[config.mk]
export PLATFORM = sky130hd
export DESIGN_NAME = mwire_ctrl_port
export DESIGN_NICKNAME = d
export VERILOG_FILES = /design/src/rtl/mwc_pkg.sv /design/src/rtl/mwc_serial_if.sv /design/src/rtl/mwc_event_bank.sv /design/src/rtl/mwc_rr_pick.sv /design/src/rtl/mwc_irq_ctl.sv /design/src/rtl/mwire_ctrl_port.sv
export SDC_FILE = /design/constraint.sdc
export NUM_CORES = 1
export LEC_CHECK = 0
export BUFFER_PORTS_ARGS = -buffer_cell sky130_fd_sc_hd__buf_2
export CORE_MARGIN = 1
export CORE_UTILIZATION = 55
export CTS_CLUSTER_SIZE = 28
export DETAILED_ROUTE_END_ITERATION = 10
export PLACE_DENSITY = 0.73
export SLEW_MARGIN = 25
export SYNTH_ARGS = -nofsm -noshare
export SYNTH_HDL_FRONTEND = slang
export SYNTH_HIERARCHICAL = 1
export SYNTH_SLANG_ARGS = --single-unit
[constraint.sdc]
create_clock -name clk -period 7.2 [get_ports clk]
set_clock_uncertainty 0.1 [all_clocks]
set_input_delay 1.44 -clock clk [delete_from_list [all_inputs] [get_ports clk]]
set_output_delay 1.44 -clock clk [all_outputs]
set_load 0.005 [all_outputs]
[src/rtl/mwc_pkg.sv]
package mwc_pkg;

  // Circular successor of an index in a ring of n entries.
  function automatic int wrap_next(input int cur, input int n);
    if (cur >= n - 1) return 0;
    return cur + 1;
  endfunction

  // Circular sum of base and offset in a ring of n entries (offset < n).
  function automatic int wrap_add(input int base, input int ofs, input int n);
    int s;
    s = base + ofs;
    if (s >= n) s = s - n;
    return s;
  endfunction

endpackage

[src/rtl/mwc_serial_if.sv]
module mwc_serial_if #(
  parameter int BYTE_W = 8
) (
  input  logic              clk,
  input  logic              rst_n,
  input  logic              cs_n,
  input  logic              sclk,
  input  logic              sdi,
  input  logic [BYTE_W-1:0] stat_byte,
  output logic              sdo,
  output logic              cs_fall,
  output logic              cs_rise,
  output logic              xfer_done,
  output logic              sel_rise,
  output logic [BYTE_W-1:0] cmd_byte,
  output logic              cmd_stb
);

  localparam int CNT_W = $clog2(BYTE_W + 1) + 1;
  localparam logic [CNT_W-1:0] CNT_FULL = CNT_W'(BYTE_W);
  localparam logic [CNT_W-1:0] CNT_MAX  = '1;

  logic              cs_q, ck_q;
  logic              ck_rise, ck_fall;
  logic [BYTE_W-1:0] sh_in_q, sh_in_d;
  logic [BYTE_W-1:0] sh_out_q, sh_out_d;
  logic [BYTE_W-1:0] cmd_q, cmd_d;
  logic [CNT_W-1:0]  cnt_q, cnt_d;
  logic              stb_q, stb_d;

  assign cs_fall   = cs_q & ~cs_n;
  assign cs_rise   = ~cs_q & cs_n;
  assign ck_rise   = sclk & ~ck_q;
  assign ck_fall   = ~sclk & ck_q;
  assign sel_rise  = ~cs_n & ck_rise;
  assign xfer_done = cs_rise & (cnt_q == CNT_FULL);

  always_comb begin
    sh_in_d  = sh_in_q;
    sh_out_d = sh_out_q;
    cnt_d    = cnt_q;
    if (cs_fall) begin
      sh_out_d = stat_byte;
      cnt_d    = '0;
    end else if (~cs_n) begin
      if (ck_rise) begin
        sh_in_d = {sh_in_q[BYTE_W-2:0], sdi};
        if (cnt_q != CNT_MAX) cnt_d = cnt_q + 1'b1;
      end
      if (ck_fall && (cnt_q != '0)) begin
        sh_out_d = {sh_out_q[BYTE_W-2:0], 1'b0};
      end
    end
  end

  always_comb begin
    stb_d = xfer_done;
    cmd_d = xfer_done ? sh_in_q : cmd_q;
  end

  always_ff @(posedge clk or negedge rst_n) begin
    if (!rst_n) begin
      cs_q     <= 1'b1;
      ck_q     <= 1'b0;
      sh_in_q  <= '0;
      sh_out_q <= '0;
      cnt_q    <= '0;
      cmd_q    <= '0;
      stb_q    <= 1'b0;
    end else begin
      cs_q     <= cs_n;
      ck_q     <= sclk;
      sh_in_q  <= sh_in_d;
      sh_out_q <= sh_out_d;
      cnt_q    <= cnt_d;
      cmd_q    <= cmd_d;
      stb_q    <= stb_d;
    end
  end

  assign sdo      = sh_out_q[BYTE_W-1];
  assign cmd_byte = cmd_q;
  assign cmd_stb  = stb_q;


  stb_after_cs_rise_chk: assert property (@(posedge clk) disable iff (!rst_n)
    cmd_stb |-> ($past(cs_n) && !$past(cs_q)));


  cmd_stable_chk: assert property (@(posedge clk) disable iff (!rst_n)
    !cmd_stb |-> $stable(cmd_byte));


  sdo_hold_no_fall_chk: assert property (@(posedge clk) disable iff (!rst_n)
    ($past(!cs_n) && $past(!cs_q) && $past(sclk == ck_q)) |-> $stable(sdo));

endmodule

[src/rtl/mwc_event_bank.sv]
module mwc_event_bank #(
  parameter int NSRC    = 6,
  parameter int DW      = 4,
  parameter int RST_IDX = 0,
  parameter int IDX_W   = $clog2(NSRC)
) (
  input  logic               clk,
  input  logic               rst_n,
  input  logic [NSRC-1:0]    evt_vld,
  input  logic [NSRC*DW-1:0] evt_dat,
  input  logic               cap,
  input  logic [IDX_W-1:0]   cap_idx,
  input  logic               cap_vld,
  input  logic               done,
  output logic [NSRC-1:0]    pend,
  output logic [NSRC*DW-1:0] dat,
  output logic [IDX_W-1:0]   ptr,
  output logic               pend_any_nx,
  output logic               evt_any
);

  logic [NSRC-1:0]    pend_q, pend_d;
  logic [NSRC*DW-1:0] dat_q, dat_d;
  logic [IDX_W-1:0]   hold_idx_q, hold_idx_d;
  logic               hold_vld_q, hold_vld_d;
  logic               retrig_q, retrig_d;
  logic [IDX_W-1:0]   ptr_q, ptr_d;
  logic               rst_evt;
  logic               rd_clr;

  assign rst_evt = evt_vld[RST_IDX];
  assign rd_clr  = done & hold_vld_q & ~retrig_q;

  for (genvar g = 0; g < NSRC; g++) begin : g_src
    logic set_g, clr_g;
    if (g == RST_IDX) begin : g_rst
      assign set_g = evt_vld[g];
      assign clr_g = rd_clr & (hold_idx_q == IDX_W'(g));
    end else begin : g_norm
      assign set_g = evt_vld[g] & ~rst_evt;
      assign clr_g = rst_evt | (rd_clr & (hold_idx_q == IDX_W'(g)));
    end
    assign pend_d[g]          = set_g | (pend_q[g] & ~clr_g);
    assign dat_d[g*DW +: DW]  = set_g ? evt_dat[g*DW +: DW] : dat_q[g*DW +: DW];


    evt_latch_chk: assert property (@(posedge clk) disable iff (!rst_n)
      (evt_vld[g] && !evt_vld[RST_IDX]) |=> (pend_q[g] && (dat_q[g*DW +: DW] == $past(evt_dat[g*DW +: DW]))));
  end

  always_comb begin
    hold_idx_d = hold_idx_q;
    hold_vld_d = hold_vld_q;
    retrig_d   = retrig_q;
    ptr_d      = ptr_q;
    if (cap) begin
      hold_idx_d = cap_idx;
      hold_vld_d = cap_vld;
      retrig_d   = 1'b0;
    end else if (evt_vld[hold_idx_q]) begin
      retrig_d   = 1'b1;
    end
    if (done && hold_vld_q) begin
      ptr_d = IDX_W'(mwc_pkg::wrap_next(int'(hold_idx_q), NSRC));
    end
  end

  always_ff @(posedge clk or negedge rst_n) begin
    if (!rst_n) begin
      pend_q     <= '0;
      dat_q      <= '0;
      hold_idx_q <= '0;
      hold_vld_q <= 1'b0;
      retrig_q   <= 1'b0;
      ptr_q      <= '0;
    end else begin
      pend_q     <= pend_d;
      dat_q      <= dat_d;
      hold_idx_q <= hold_idx_d;
      hold_vld_q <= hold_vld_d;
      retrig_q   <= retrig_d;
      ptr_q      <= ptr_d;
    end
  end

  assign pend        = pend_q;
  assign dat         = dat_q;
  assign ptr         = ptr_q;
  assign pend_any_nx = |pend_d;
  assign evt_any     = |evt_vld;


  reset_event_chk: assert property (@(posedge clk) disable iff (!rst_n)
    evt_vld[RST_IDX] |=> (pend_q == (NSRC'(1) << RST_IDX)));


  read_clear_chk: assert property (@(posedge clk) disable iff (!rst_n)
    (done && hold_vld_q && !retrig_q && !(|evt_vld)) |=> !pend_q[$past(hold_idx_q)]);


  abort_keeps_ptr_chk: assert property (@(posedge clk) disable iff (!rst_n)
    !done |=> $stable(ptr_q));

endmodule

[src/rtl/mwc_rr_pick.sv]
module mwc_rr_pick #(
  parameter int NSRC  = 6,
  parameter int IDX_W = $clog2(NSRC)
) (
  input  logic             clk,
  input  logic             rst_n,
  input  logic [NSRC-1:0]  pend,
  input  logic [IDX_W-1:0] ptr,
  output logic [IDX_W-1:0] idx,
  output logic             vld
);

  // Walk the ring from the far end back to the pointer so that the
  // nearest pending entry is the last one written.
  always_comb begin
    vld = 1'b0;
    idx = '0;
    for (int k = NSRC - 1; k >= 0; k--) begin
      if (pend[mwc_pkg::wrap_add(int'(ptr), k, NSRC)]) begin
        vld = 1'b1;
        idx = IDX_W'(mwc_pkg::wrap_add(int'(ptr), k, NSRC));
      end
    end
  end


  pick_pending_chk: assert property (@(posedge clk) disable iff (!rst_n)
    (vld == (pend != '0)) && (!vld || pend[idx]));


  ptr_range_chk: assert property (@(posedge clk) disable iff (!rst_n)
    int'(ptr) < NSRC);


  pick_at_ptr_chk: assert property (@(posedge clk) disable iff (!rst_n)
    pend[ptr] |-> (idx == ptr));

endmodule

[src/rtl/mwc_irq_ctl.sv]
module mwc_irq_ctl (
  input  logic clk,
  input  logic rst_n,
  input  logic cs_n,
  input  logic sel_rise,
  input  logic cs_rise,
  input  logic evt_any,
  input  logic pend_any_nx,
  output logic irq_oe
);

  logic oe_q, oe_d;
  logic set_en;

  assign set_en = cs_n & pend_any_nx & (evt_any | cs_rise);

  always_comb begin
    oe_d = oe_q;
    if (sel_rise) oe_d = 1'b0;
    if (set_en)   oe_d = 1'b1;
  end

  always_ff @(posedge clk or negedge rst_n) begin
    if (!rst_n) oe_q <= 1'b0;
    else        oe_q <= oe_d;
  end

  assign irq_oe = oe_q;


  rise_only_deselected_chk: assert property (@(posedge clk) disable iff (!rst_n)
    $rose(irq_oe) |-> $past(cs_n));


  fall_on_sclk_chk: assert property (@(posedge clk) disable iff (!rst_n)
    $fell(irq_oe) |-> $past(sel_rise));


  reraise_chk: assert property (@(posedge clk) disable iff (!rst_n)
    (cs_rise && pend_any_nx) |=> irq_oe);

endmodule

[src/rtl/mwire_ctrl_port.sv]
module mwire_ctrl_port #(
  parameter int NSRC    = 6,
  parameter int DW      = 4,
  parameter int RST_IDX = 0,
  parameter int BYTE_W  = 8
) (
  input  logic               clk,
  input  logic               rst_n,
  input  logic               cs_n,
  input  logic               sclk,
  input  logic               sdi,
  output logic               sdo,
  output logic               irq_n,
  output logic               irq_oe,
  input  logic [NSRC-1:0]    evt_vld,
  input  logic [NSRC*DW-1:0] evt_dat,
  output logic [BYTE_W-1:0]  cmd_byte,
  output logic               cmd_stb
);

  localparam int IDX_W = $clog2(NSRC);

  logic              rst_s1_q, rst_s2_q;
  logic              rstn_i;
  logic              cs_fall, cs_rise, xfer_done, sel_rise;
  logic [NSRC-1:0]    pend;
  logic [NSRC*DW-1:0] dat;
  logic [IDX_W-1:0]   ptr, pick_idx;
  logic               pick_vld;
  logic               pend_any_nx, evt_any;
  logic [BYTE_W-1:0]  stat;

  // Reset asserts at once and releases on a clock edge.
  always_ff @(posedge clk or negedge rst_n) begin
    if (!rst_n) begin
      rst_s1_q <= 1'b0;
      rst_s2_q <= 1'b0;
    end else begin
      rst_s1_q <= 1'b1;
      rst_s2_q <= rst_s1_q;
    end
  end
  assign rstn_i = rst_s2_q;

  mwc_rr_pick #(.NSRC(NSRC), .IDX_W(IDX_W)) u_pick (
    .clk  (clk),
    .rst_n(rstn_i),
    .pend (pend),
    .ptr  (ptr),
    .idx  (pick_idx),
    .vld  (pick_vld)
  );

  always_comb begin
    stat = '0;
    if (pick_vld) begin
      stat[BYTE_W-1]           = 1'b1;
      stat[BYTE_W-2 -: IDX_W]  = pick_idx;
      stat[DW-1:0]             = dat[pick_idx*DW +: DW];
    end
  end

  mwc_serial_if #(.BYTE_W(BYTE_W)) u_ser (
    .clk      (clk),
    .rst_n    (rstn_i),
    .cs_n     (cs_n),
    .sclk     (sclk),
    .sdi      (sdi),
    .stat_byte(stat),
    .sdo      (sdo),
    .cs_fall  (cs_fall),
    .cs_rise  (cs_rise),
    .xfer_done(xfer_done),
    .sel_rise (sel_rise),
    .cmd_byte (cmd_byte),
    .cmd_stb  (cmd_stb)
  );

  mwc_event_bank #(.NSRC(NSRC), .DW(DW), .RST_IDX(RST_IDX), .IDX_W(IDX_W)) u_bank (
    .clk        (clk),
    .rst_n      (rstn_i),
    .evt_vld    (evt_vld),
    .evt_dat    (evt_dat),
    .cap        (cs_fall),
    .cap_idx    (pick_idx),
    .cap_vld    (pick_vld),
    .done       (xfer_done),
    .pend       (pend),
    .dat        (dat),
    .ptr        (ptr),
    .pend_any_nx(pend_any_nx),
    .evt_any    (evt_any)
  );

  mwc_irq_ctl u_irq (
    .clk        (clk),
    .rst_n      (rstn_i),
    .cs_n       (cs_n),
    .sel_rise   (sel_rise),
    .cs_rise    (cs_rise),
    .evt_any    (evt_any),
    .pend_any_nx(pend_any_nx),
    .irq_oe     (irq_oe)
  );

  assign irq_n = ~irq_oe;


  irq_level_chk: assert property (@(posedge clk) disable iff (!rstn_i)
    irq_n != irq_oe);

endmodule

Yosys cells after proc, flatten, opt, wreduce, memory -nomap -nowiden
Index checks and enable logic that the tools add are counted.

word-level totals
  output and inout bits = 12
  memories kept = 0
  bits in registers = 73
  bits in latches = 0
  input bits = 35
  bits in read-only memories = 0
  RAM bits = 0

cells by class
  mux-type cells = 53
  bitwise operators = 53
  reduce and logical (&&, ||, !) cells = 14
  shifts and indexed selects = 1
  equality and inequality tests = 8
  magnitude comparators = 14
  multipliers = 0
  divide/modulo/power cells = 0
  add/sub/neg operators = 13

operators with widths
  operator                                                            count
  less-than comparator 32 x 5 -> 1 bit, second input constant         6
  two-way mux 32 bit                                                  6
  greater-or-equal comparator 32 x 4 -> 1 bit, second input constant  4
  subtractor 32 x 4 -> 32 bit, second input constant                  4
  two-way mux 8 bit                                                   4
  AND 1 bit                                                           27
  two-way mux 1 bit                                                   25
  indexed part select 24 x 6 -> 4 bit                                 1
  binary-select mux 1 bit (select 3 bit)                              7
  two-way mux 3 bit                                                   7
  two-way mux 5 bit                                                   4
  NOT 1 bit                                                           14
  bitwise OR 1 bit                                                    12
  OR reduction 6 bit                                                  2
  nonzero test 2 bit                                                  5
  adder 3 x 2 -> 4 bit, second input constant                         2
  adder 3 x 3 -> 4 bit, second input constant                         2
  equality test 3 x 2 -> 1 bit, second input constant                 2
  equality test 3 bit, second input constant                          2
  greater-or-equal comparator 3 bit, second input constant            2
  AND reduction 3 bit                                                 2
  adder 5 x 1 -> 5 bit, second input constant                         1
  equality test 5 x 4 -> 1 bit, second input constant                 1
  != test 5 bit, second input constant                                1
  12 further kinds                                                    13

Logic depth before layout (Yosys ltp)
Gate-level depths: netlist of the first run.

  depth in word-level cells = 15
  depth in mapped cells = 17
  gate-level depth less buffers = 15

Cells and area by module
Netlist of the first run, hierarchy kept.

modules (own cells, without submodules)
  module           sequential area each (um^2)  area each (um^2)  cells each  instances
  mwc_event_bank   950.9                        1620.3            124         1
  mwc_serial_if    802.0                        1473.9            118         1
  mwc_rr_pick      0.0                          902.1             119         1
  mwire_ctrl_port  50.0                         294.0             29          1
  mwc_irq_ctl      25.0                         46.3              4           1

Least setup slack after synthesis of the first run
OpenSTA, ideal clock, no wires.

  path type = register to register
  from = reg u_bank.ptr_q[0], in the netlist u_bank/ptr[0]
  to = reg u_ser.sh_out_q[0]
  arrival = 3987 ps
  period minus slack after synthesis = 4213 ps
  library setup time = 126 ps
  buffers on the path = 2
  stages on the path, launching flop included = 16
  slack = 2987 ps
  cells stage by stage = dfrtp_1 > buf_2 > inv_1 > ha_1 > ha_1 > nand2b_1 > o22ai_1 > a221o_1 > a211oi_1 > a311oi_1 > o22ai_1 > buf_6 > mux4_2 > nor2b_1 > o21a_1 > a221o_1

between the ends
  word-level cells in the longest chain between the ends = 15
  elaborated cells on any way between the ends = 56
  classes of those cells = 11 x add/sub; 6 x order compare; 1 x shift; 38 x mux

RTL lines
  what                                                                  RTL line               source
  start, declared                                                       mwc_event_bank.sv:27   logic [IDX_W-1:0] ptr_q, ptr_d;
  start signal, assigned                                                mwc_event_bank.sv:82   ptr_q <= ptr_d;
  branches (longest 11 deep; another with subtractor 32 x 4 -> 32 bit)  --
  two-way mux 3 bit (*)                                                 mwc_rr_pick.sv:19      if (pend[mwc_pkg::wrap_add(int'(ptr), k, NSRC)]) begin
  via pick_idx[0]                                                       mwire_ctrl_port.sv:28  logic [IDX_W-1:0] ptr, pick_idx;
  indexed part select 24 x 6 -> 4 bit (*)                               mwire_ctrl_port.sv:59  stat[DW-1:0] = dat[pick_idx*DW +: DW];
  two-way mux 8 bit (*)                                                 mwire_ctrl_port.sv:56  if (pick_vld) begin
  via stat[0]                                                           mwire_ctrl_port.sv:31  logic [BYTE_W-1:0] stat;
  two-way mux 8 bit (*)                                                 mwc_serial_if.sv:42    if (cs_fall) begin
  end signal, assigned                                                  mwc_serial_if.sv:74    sh_out_q <= sh_out_d;
  end, declared                                                         mwc_serial_if.sv:26    logic [BYTE_W-1:0] sh_out_q, sh_out_d;

Mark *: on every way through the listed nets, which the timed path passes. The select of a mux whose other input is x is not followed.
A chain may end at the register's enable or synchronous reset.

Worst setup path after layout of the first run
Ends and elaborated chain as after synthesis.

==> results of run 1 <==
## worst paths after layout
kind / slack [ps] / startpoint / endpoint / cells after the start
max in group asynchronous: 6060 / rst_s2_q$_DFF_PN0_ / u_bank/retrig_q$_DFFE_PN0P_ / 1
hold / removal: 260 / rst_s1_q$_DFF_PN0_ / rst_s2_q$_DFF_PN0_ / 0
min in group asynchronous: 350 / rst_s2_q$_DFF_PN0_ / u_bank/dat[4]$_DFFE_PN0P_ / 1
hold reg to reg: 260 / rst_s1_q$_DFF_PN0_ / rst_s2_q$_DFF_PN0_ / 0
setup reg to reg: 2280 / u_bank/ptr[0]$_DFFE_PN0N_ / u_ser/sh_out_q[0]$_DFFE_PN0P_ / 14
setup / recovery: 2280 / u_bank/ptr[0]$_DFFE_PN0N_ / u_ser/sh_out_q[0]$_DFFE_PN0P_ / 14
## cells in the mapped netlist, drive strengths merged (3+ instances only)
cell type  count
and2           4
or3            3
ha            20
nand2         26
nand2b         9
a21oi         16
mux4           5
o22ai         10
mux2i         11
o21a           4
dfrtp         72
mux2          50
nand3          3
inv           18
nor2          27
a21boi         7
xnor2          4
o21ai          9
clkbuf         4
a31oi          5
a221o          3
nor4           4
nor4b          3
a211oi        13
buf            6
nor2b          7
nor3           4
and2b          6
## routing by layer
layer | routed length, um | vias to the layer above | GRT usage | share of wire
met5 | 0 | - | 0 | 0
met4 | 82 | 0 | 0.0728 | 0.0085
met3 | 591 | 6 | 0.0665 | 0.061
met2 | 4590 | 93 | 0.397 | 0.47
met1 | 4440 | 1609 | 0.346 | 0.46
li1 | - | 1548 | - | -
## power by group through the flow
stage	Clock [uW]	Sequential (uW)	Combinational, uW
after global placement	0	492	124
after detailed placement	0	496	128
after CTS	352	488	130
after global routing	364	494	142
after floorplan	0	488	91.4
final	343	488	129
## state kept, by name (all words and copies together), names as in the netlist, 3 cells and up
register	count
u_bank/dat	24
u_bank/hold_idx_q	3
u_bank/pend	6
u_bank/ptr	3
u_ser/cmd_byte	8
u_ser/cnt_q	5
u_ser/sh_in_q	8
u_ser/sh_out_q	8
## cell families (layout without fill, tap and decap cells)
| family | Yosys count | after routing | synth area share |
|---|---|---|---|
| XOR/XNOR | 6 | 6 | 0.0138 |
| flip-flops | 73 | 73 | 0.422 |
| multiplexers | 66 | 66 | 0.181 |
| other | 1 | 1 | 0.000865 |
| buffers and inverters | 28 | 82 | 0.0283 |
| adder cells (fa/ha/maj) | 20 | 20 | 0.0577 |
| AND/OR/NAND/NOR | 113 | 113 | 0.147 |
| AO/OA/AOI/OAI | 87 | 87 | 0.149 |
## stage by stage
stage | cell area (um2) | hold slack, ps | util | worst slack, ps | power [uW]
after floorplan | 4340 | 231 | - | 2990 | 579
after global placement | 4660 | 240 | 0.606 | 2490 | 616
after detailed placement | 4660 | 245 | 0.606 | 2350 | 624
after CTS | 4870 | 262 | 0.634 | 2340 | 970
after global routing | 4870 | 269 | 0.634 | 1870 | 999
final | 4870 | 259 | 0.634 | 2280 | 960
## area by class of cell
cell class,count,area share
clock inverters,3,0.00976
multi-input cells,293,0.490
clock buffers,13,0.0347
flip-flops and latches,73,0.375
repair buffers,48,0.0503
well taps,102,0.0262
inverters,18,0.0139
## worst register-to-register path: cells and delay by family, from the launching register on
family	cells	cell delay (ps)
flops	1	740
buf+inv	2	320
simple gates	2	280
fa+ha+maj	2	880
mux	2	590
compound gates	6	1880
==> metrics, run 1 <==
status=finished, violations left; failing checks=design-rule violations; total global-route track usage=0.253; fin crit share=0.684; Pins Over Slew Limit=0; Detail Route Antenna Nets=0; Fillers=638; Setup Viol. Count Final=0; Worst Path Max Fanout=19; combinational share of power=0.135; Initial Util=0.564; HPWL Detailed=7100 um; vias in the first global route=3281; max_cap viols=0; worst path bufs/invs=2; H-tree depth=3; first-pass GRT wire length=16100 um; CTS Buf Count=9; Primary FF master, synth=dfrtp_1; CTS root buf=clkbuf_8; net load switching power=248 uW; Non-Filler Instances=550; DRC Markers=1; WS Path Type=flop to flop; synthesized cell area=4340 um2; post-synth top area cell=dfrtp_1; Clk pwr share=0.357; Mapped Avg Cell Area=11.0 um2; I/O Buffers=46; area of the multi-input gates=2390 um2; Seq pwr share=0.508; Cell Chain, Critical Path=inv_1 > ha_1 > inv_1 > ha_1 > a2111oi_0 > o22ai_1 > nand2_1 > mux2_2 > o211ai_1 > a31oi_1 > mux4_2 > nor2b_1 > o21a_1 > a221o_1; clk_lat worst skew=350 ps; CTS tree=yes; fmax=203 MHz; Nets=498; # rows=32; DR vias=3256; register bit total from synthesis=73; routed wire length=9700 um; Fin. Hold Viols=0; CP max stage cell=dfrtp_1; worst vdd ir=0.000219 V; setup TNS=0 ps; die area=8240 um2; clock sink count=73; Netlist cell types=72; Post-Syn Nets=449; FF/Latch Area=1830 um2; CP Data Required Time=7330 ps; CTS max path bufs=2; First DRT Iteration DRCs=276; Power Internal=712 uW; # diodes=0; layout cells sized above 1=0.310; vias per inst=5.92; RSZ-0062 raised after global routing=false; CP endpoint kind=flop; CP arrival=5050 ps; Worst path top cell family by delay=compound AO/OA/AOI/OAI gates; Initial DRT Pass Iterations=7; slew at the pin closest to its max-slew limit=875 ps; die span in x=90.8 um; leak pwr=0.00220 uW; Post-Synthesis Cells=394; Post CTS Setup Buffer Count=0; initial antenna violation count=0; HP Class=flop to flop; most common cell after layout, fill and taps aside=dfrtp_1; Die Span Y=90.8 um; Clock Pin Slew Worst Setup and Hold Paths=80 ps; commonest non-fill, non-tap cells in the layout=dfrtp_1, mux2_2, buf_2; WL per Instance=17.6 um; FFs w/ async S/R, synth=1.00; Post-CTS Hold Fix Bufs=0; Placed Cells=534; Sw Ratio=0.258; GPL Wtd Cong=0.860; # resized after CTS=0; P&R area growth vs syn=12.3%; pin count of the biggest net entering global routing=72; worst rel slew slack=0.416; Core Footprint=7690 um2; main area contributors after synthesis=dfrtp_1, mux2_2, ha_1; slowest cell delay on critical path=740 ps; IO Count=47; total grt overflow=0; Final min period=4920 ps; post-synth top area share=0.415; register area share after synthesis=0.422; startpoint types=flop; Post-synth EDFFs=0; Power Density=197 nW/um2; Ys Warns=6
(Power assumes the default switching activity.)
==> run 2: changes to the inputs <==
==> constraint.sdc (replaced) <==
create_clock -name clk -period 5.02 [get_ports clk]
set_clock_uncertainty 0.1 [all_clocks]
set_input_delay 1.004 -clock clk [delete_from_list [all_inputs] [get_ports clk]]
set_output_delay 1.004 -clock clk [all_outputs]
set_load 0.005 [all_outputs]
==> metrics, run 2 (synthesized netlist as in run 1, its figures left out) <==
status=finished, final reports clean (was finished, violations left); worst rel slew slack=0.465 (was 0.416); Post CTS Setup Buffer Count=0 (unchanged); total global-route track usage=0.244 (was 0.253); fmax=214 MHz (was 203 MHz); worst path bufs/invs=3 (was 2); First DRT Iteration DRCs=167 (was 276); RR Endpoint=u_ser/sh_out_q[0]$_DFFE_PN0P_ (unchanged); # resized after CTS=0 (unchanged); IO Count=47 (unchanged); vias per inst=5.99 (was 5.92); Pins Over Slew Limit=0 (unchanged); GPL Wtd Cong=0.951 (was 0.860); first-pass GRT wire length=15900 um (was 16100 um); slowest cell delay on critical path=620 ps (was 740 ps); setup ws final=347 ps (was 2280 ps); Die Span Y=90.8 um (unchanged); Detail Route Antenna Nets=0 (unchanged); Post-CTS Hold Fix Bufs=0 (unchanged); DR vias=3308 (was 3256); startpoint types=flop (unchanged); Fin. Hold Viols=0 (unchanged); most common cell after layout, fill and taps aside=dfrtp_1 (unchanged); CP arrival=4810 ps (was 5050 ps); P&R area growth vs syn=11.9% (was 12.3%); Design Area, Final=4850 um2 (was 4870 um2); leak pwr=0.00219 uW (was 0.00220 uW); Fillers=633 (was 638); Power Density=270 nW/um2 (was 197 nW/um2); routed wire length=9420 um (was 9700 um); Clock Pin Slew Worst Setup and Hold Paths=90 ps (was 80 ps); CP max stage cell=ha_1 (was dfrtp_1); HP Class=flop to asynchronous set/reset pin (was flop to flop); Initial Util=0.564 (unchanged); worst vdd ir=0.000266 V (was 0.000219 V); CP Data Required Time=5150 ps (was 7330 ps); CTS root buf=clkbuf_8 (unchanged); WS Path Type=flop to flop (unchanged); Cell Chain, Critical Path=inv_1 > ha_1 > inv_1 > ha_1 > a211o_1 > a21oi_1 > xnor2_1 > mux2_2 > o211a_1 > o22ai_1 > buf_4 > mux4_2 > nor2b_1 > o21a_1 > a221o_1 (was inv_1 > ha_1 > inv_1 > ha_1 > a2111oi_0 > o22ai_1 > nand2_1 > mux2_2 > o211ai_1 > a31oi_1 > mux4_2 > nor2b_1 > o21a_1 > a221o_1); max reg flops=24 (unchanged); FF/Latch Area=1830 um2 (unchanged); Reg2Reg Setup Slack=350 ps (was 2280 ps); RSZ-0062 raised after global routing=false (unchanged); placed cell areas=4670 um2 (was 4660 um2); setup TNS=0 ps (unchanged); CTS Buf Count=9 (unchanged); DRC Markers=0 (was 1); I/O Buffers=46 (unchanged); die area=8240 um2 (unchanged); H-tree depth=3 (unchanged); CP endpoint kind=flop (unchanged); Setup Viol. Count Final=0 (unchanged); pin count of the biggest net entering global routing=45 (was 72); Nets=500 (was 498); fin crit share=0.931 (was 0.684); HPWL Detailed=7060 um (was 7100 um); slew at the pin closest to its max-slew limit=800 ps (was 875 ps); commonest non-fill, non-tap cells in the layout=dfrtp_1, mux2_2, buf_2 (unchanged); reg2reg start=u_bank/ptr[1]$_DFFE_PN0N_ (was u_bank/ptr[0]$_DFFE_PN0N_); initial antenna violation count=0 (unchanged); max_cap viols=0 (unchanged); # rows=32 (unchanged); Worst Path Max Fanout=16 (was 19); Core Footprint=7690 um2 (unchanged); # diodes=0 (unchanged); area of the multi-input gates=2390 um2 (unchanged); total grt overflow=0 (unchanged); DP Worst Slack=411 ps (was 2350 ps); Worst path top cell family by delay=compound AO/OA/AOI/OAI gates (unchanged); layout cells sized above 1=0.316 (was 0.310); WL per Instance=17.1 um (was 17.6 um); clock sink count=73 (unchanged); CTS tree=yes (unchanged); CTS max path bufs=2 (unchanged); clk_lat worst skew=360 ps (was 350 ps); die span in x=90.8 um (unchanged); Reg2Reg Depth=15 (was 14); Initial DRT Pass Iterations=5 (was 7); Final min period=4670 ps (was 4920 ps); vias in the first global route=3277 (was 3281)
==> run 2: worst max-delay path by stage <==
stage                                          endpoint  cells past startpoint                       from
after floorplan           u_ser/sh_out_q[0]$_DFFE_PN0P_                     15  u_bank/ptr[0]$_DFFE_PN0N_
after global placement    u_ser/sh_out_q[0]$_DFFE_PN0P_                     15  u_bank/ptr[1]$_DFFE_PN0N_
after detailed placement  u_ser/sh_out_q[0]$_DFFE_PN0P_                     15  u_bank/ptr[1]$_DFFE_PN0N_
after CTS                 u_ser/sh_out_q[0]$_DFFE_PN0P_                     15  u_bank/ptr[1]$_DFFE_PN0N_
after global routing      u_ser/sh_out_q[0]$_DFFE_PN0P_                     15  u_bank/ptr[1]$_DFFE_PN0N_
final                     u_ser/sh_out_q[0]$_DFFE_PN0P_                     15  u_bank/ptr[1]$_DFFE_PN0N_
==> run 2: power by group <==
part	internal (uW)	switching (uW)	total, uW	leakage, uW
Clock	187	245	433	0.0000886
Sequential	652	49.9	702	0.000904
Combinational	96.2	81.6	178	0.00120
Total	935	377	1310	0.00219
==> run 2: final cells by class <==
class | instances | share of cell area
repair buffers | 50 | 0.0536
clock inverters | 7 | 0.0119
well taps | 102 | 0.0263
flip-flops and latches | 73 | 0.377
inverters | 18 | 0.0139
clock buffers | 9 | 0.0255
multi-input cells | 293 | 0.492
==> run 2: metal layers <==
metal | vias up | wire [um] | global-route usage
met5 | - | 0 | 0
met4 | 0 | 138 | 0.0939
met3 | 15 | 411 | 0.0556
li1 | 1558 | - | -
met1 | 1642 | 4260 | 0.323
met2 | 93 | 4600 | 0.390
==> run 2: per-stage QoR <==
stage               hold WS (ps)  power, uW  instances  utilization
floorplan                    231        830        394            -
global placement             199        884        536        0.608
detailed placement           206        892        536        0.608
CTS                          217       1320        552        0.631
global route                 247       1370        552        0.631
finish                       186       1310        552        0.631
==> run 3: changes to the inputs <==
--- a/config.mk
+++ b/config.mk
@@ -6,11 +6,15 @@
 export NUM_CORES = 1
 export LEC_CHECK = 0
 export BUFFER_PORTS_ARGS = -buffer_cell sky130_fd_sc_hd__buf_2
+export CELL_PAD_IN_SITES_DETAIL_PLACEMENT = 0
+export CELL_PAD_IN_SITES_GLOBAL_PLACEMENT = 1
+export CORE_ASPECT_RATIO = 1.5
 export CORE_MARGIN = 1
-export CORE_UTILIZATION = 55
+export CORE_UTILIZATION = 47
 export CTS_CLUSTER_SIZE = 28
 export DETAILED_ROUTE_END_ITERATION = 10
-export PLACE_DENSITY = 0.73
+export GPL_ROUTABILITY_DRIVEN = 0
+export PLACE_DENSITY = 0.78
 export SLEW_MARGIN = 25
 export SYNTH_ARGS = -nofsm -noshare
 export SYNTH_HDL_FRONTEND = slang
==> metrics, run 3 (synthesized netlist as in run 1, its figures left out) <==
fin crit share=0.913 (was 0.931); die area=9620 um2 (was 8240 um2); fmax=218 MHz (was 214 MHz); worst path bufs/invs=2 (was 3); layout cells sized above 1=0.320 (was 0.316); CP arrival=4690 ps (was 4810 ps); Power Total=1460 uW (was 1310 uW); HP Class=flop to asynchronous set/reset pin (unchanged); slowest cell delay on critical path=510 ps (was 620 ps); most common cell after layout, fill and taps aside=dfrtp_1 (unchanged); DRC Markers=0 (unchanged); first-pass GRT wire length=16500 um (was 15900 um); die span in x=80.4 um (was 90.8 um); total grt overflow=0 (unchanged); CTS tree=yes (unchanged); max_cap viols=0 (unchanged); DR vias=3277 (was 3308); commonest non-fill, non-tap cells in the layout=dfrtp_1, mux2_2, buf_2 (unchanged); total global-route track usage=0.229 (was 0.244); I/O Buffers=46 (unchanged); Core Footprint=8880 um2 (was 7690 um2); reg2reg start=u_bank/ptr[1]$_DFFE_PN0N_ (unchanged); Cell Chain, Critical Path=inv_1 > ha_2 > ha_1 > nand2b_1 > o22ai_1 > a221o_1 > a211oi_1 > a311oi_1 > o22ai_1 > buf_4 > mux4_2 > nor2b_1 > o21a_1 > a221o_1 (was inv_1 > ha_1 > inv_1 > ha_1 > a211o_1 > a21oi_1 > xnor2_1 > mux2_2 > o211a_1 > o22ai_1 > buf_4 > mux4_2 > nor2b_1 > o21a_1 > a221o_1); Setup Viol. Count Final=0 (unchanged); setup TNS=0 ps (unchanged); HPWL Detailed=7660 um (was 7060 um); CP Data Required Time=5130 ps (was 5150 ps); Power Density=295 nW/um2 (was 270 nW/um2); Initial DRT Pass Iterations=4 (was 5); Clock Pin Slew Worst Setup and Hold Paths=60 ps (was 90 ps); P&R area growth vs syn=14.4% (was 11.9%); Worst path top cell family by delay=compound AO/OA/AOI/OAI gates (unchanged); worst rel slew slack=0.481 (was 0.465); met1 usage=0.249 (was 0.323); Worst Path Max Fanout=16 (unchanged); vias per inst=5.85 (was 5.99); startpoint types=flop (unchanged); CP endpoint kind=flop (unchanged); # rows=42 (was 32); clock sink count=73 (unchanged); pin count of the biggest net entering global routing=56 (was 45); global routing's busiest layer=met2 (unchanged); Die Span Y=120 um (was 90.8 um); IO Count=47 (unchanged); vias in the first global route=3364 (was 3277); WS Path Type=flop to flop (unchanged); leak pwr=0.00224 uW (was 0.00219 uW); Initial Util=0.488 (was 0.564); met3 usage=0.0479 (was 0.0556); area of the multi-input gates=2390 um2 (about the same); Nets=500 (unchanged); Fin. Hold Viols=0 (unchanged); RSZ-0062 raised after global routing=false (unchanged); worst setup path start=u_bank/ptr[1]$_DFFE_PN0N_ (unchanged); max reg flops=24 (unchanged); CTS Buf Count=9 (unchanged); CTS root buf=clkbuf_16 (was clkbuf_8); Pins Over Slew Limit=0 (unchanged); worst vdd ir=0.000289 V (was 0.000266 V); CP max stage cell=mux4_2 (was ha_1); slew at the pin closest to its max-slew limit=776 ps (was 800 ps); status=finished, final reports clean (unchanged); FF/Latch Area=1830 um2 (unchanged); Fillers=776 (was 633); Reg2Reg Setup Slack=430 ps (was 350 ps); H-tree depth=3 (unchanged); Placed Cells=544 (was 536); CTS max path bufs=2 (unchanged); clk_lat worst skew=330 ps (was 360 ps); First DRT Iteration DRCs=123 (was 167); minimum hold slack=82.4 ps (was 186 ps); Detail Route Antenna Nets=0 (unchanged); Final min period=4590 ps (was 4670 ps); Post CTS Setup Buffer Count=0 (unchanged); # diodes=0 (unchanged); WL per Instance=18.0 um (was 17.1 um); initial antenna violation count=0 (unchanged); GRT met2 Usage=0.407 (was 0.390); Non-Filler Instances=560 (was 552); routed wire length=10100 um (was 9420 um)
## run 3: cell type report
class	instances	share of cell area
sequential	73	0.369
inverter	18	0.0136
timing repair buffer	50	0.0525
tap	110	0.0277
multi-input combinational	293	0.483
clock buffer	9	0.0454
clock inverter	7	0.00933
## run 3: stage by stage
stage | setup slack [ps] | utilization | instance area (um2)
after floorplan | 807 | - | 4340
after global placement | 421 | 0.527 | 4680
after detailed placement | 338 | 0.527 | 4680
after CTS | 301 | 0.558 | 4950
after global routing | 116 | 0.559 | 4960
final | 435 | 0.559 | 4960
## run 3: final timing paths
| kind | endpoint | cells past startpoint |
|---|---|---|
| setup reg to reg | u_ser/sh_out_q[0]$_DFFE_PN0P_ | 14 |
| min in group clk | rst_s2_q$_DFF_PN0_ | 0 |
| hold reg to reg | u_bank/dat[4]$_DFFE_PN0P_ | 0 |
| hold / removal | u_bank/dat[4]$_DFFE_PN0P_ | 0 |
| max in group asynchronous | u_ser/cnt_q[2]$_DFFE_PN0P_ | 1 |
| setup / recovery | u_ser/sh_out_q[0]$_DFFE_PN0P_ | 14 |
## run 3: per-layer routing
metal / vias to the layer above / part of all wire
met3: 22 / 0.029
met1: 1623 / 0.40
met5: - / 0
met2: 76 / 0.54
met4: 0 / 0.033
li1: 1556 / -
## run 3: power by group
| group | switching (uW) | total [uW] | internal, uW |
|---|---|---|---|
| sequential | 50.0 | 703 | 653 |
| clock | 244 | 577 | 334 |
| combinational | 84.6 | 181 | 96.4 |
## run 3: what timing repair did
action,CTS,global route
gates resized for setup,0,2
hold buffers,0,0
setup endpoints to repair,0,4
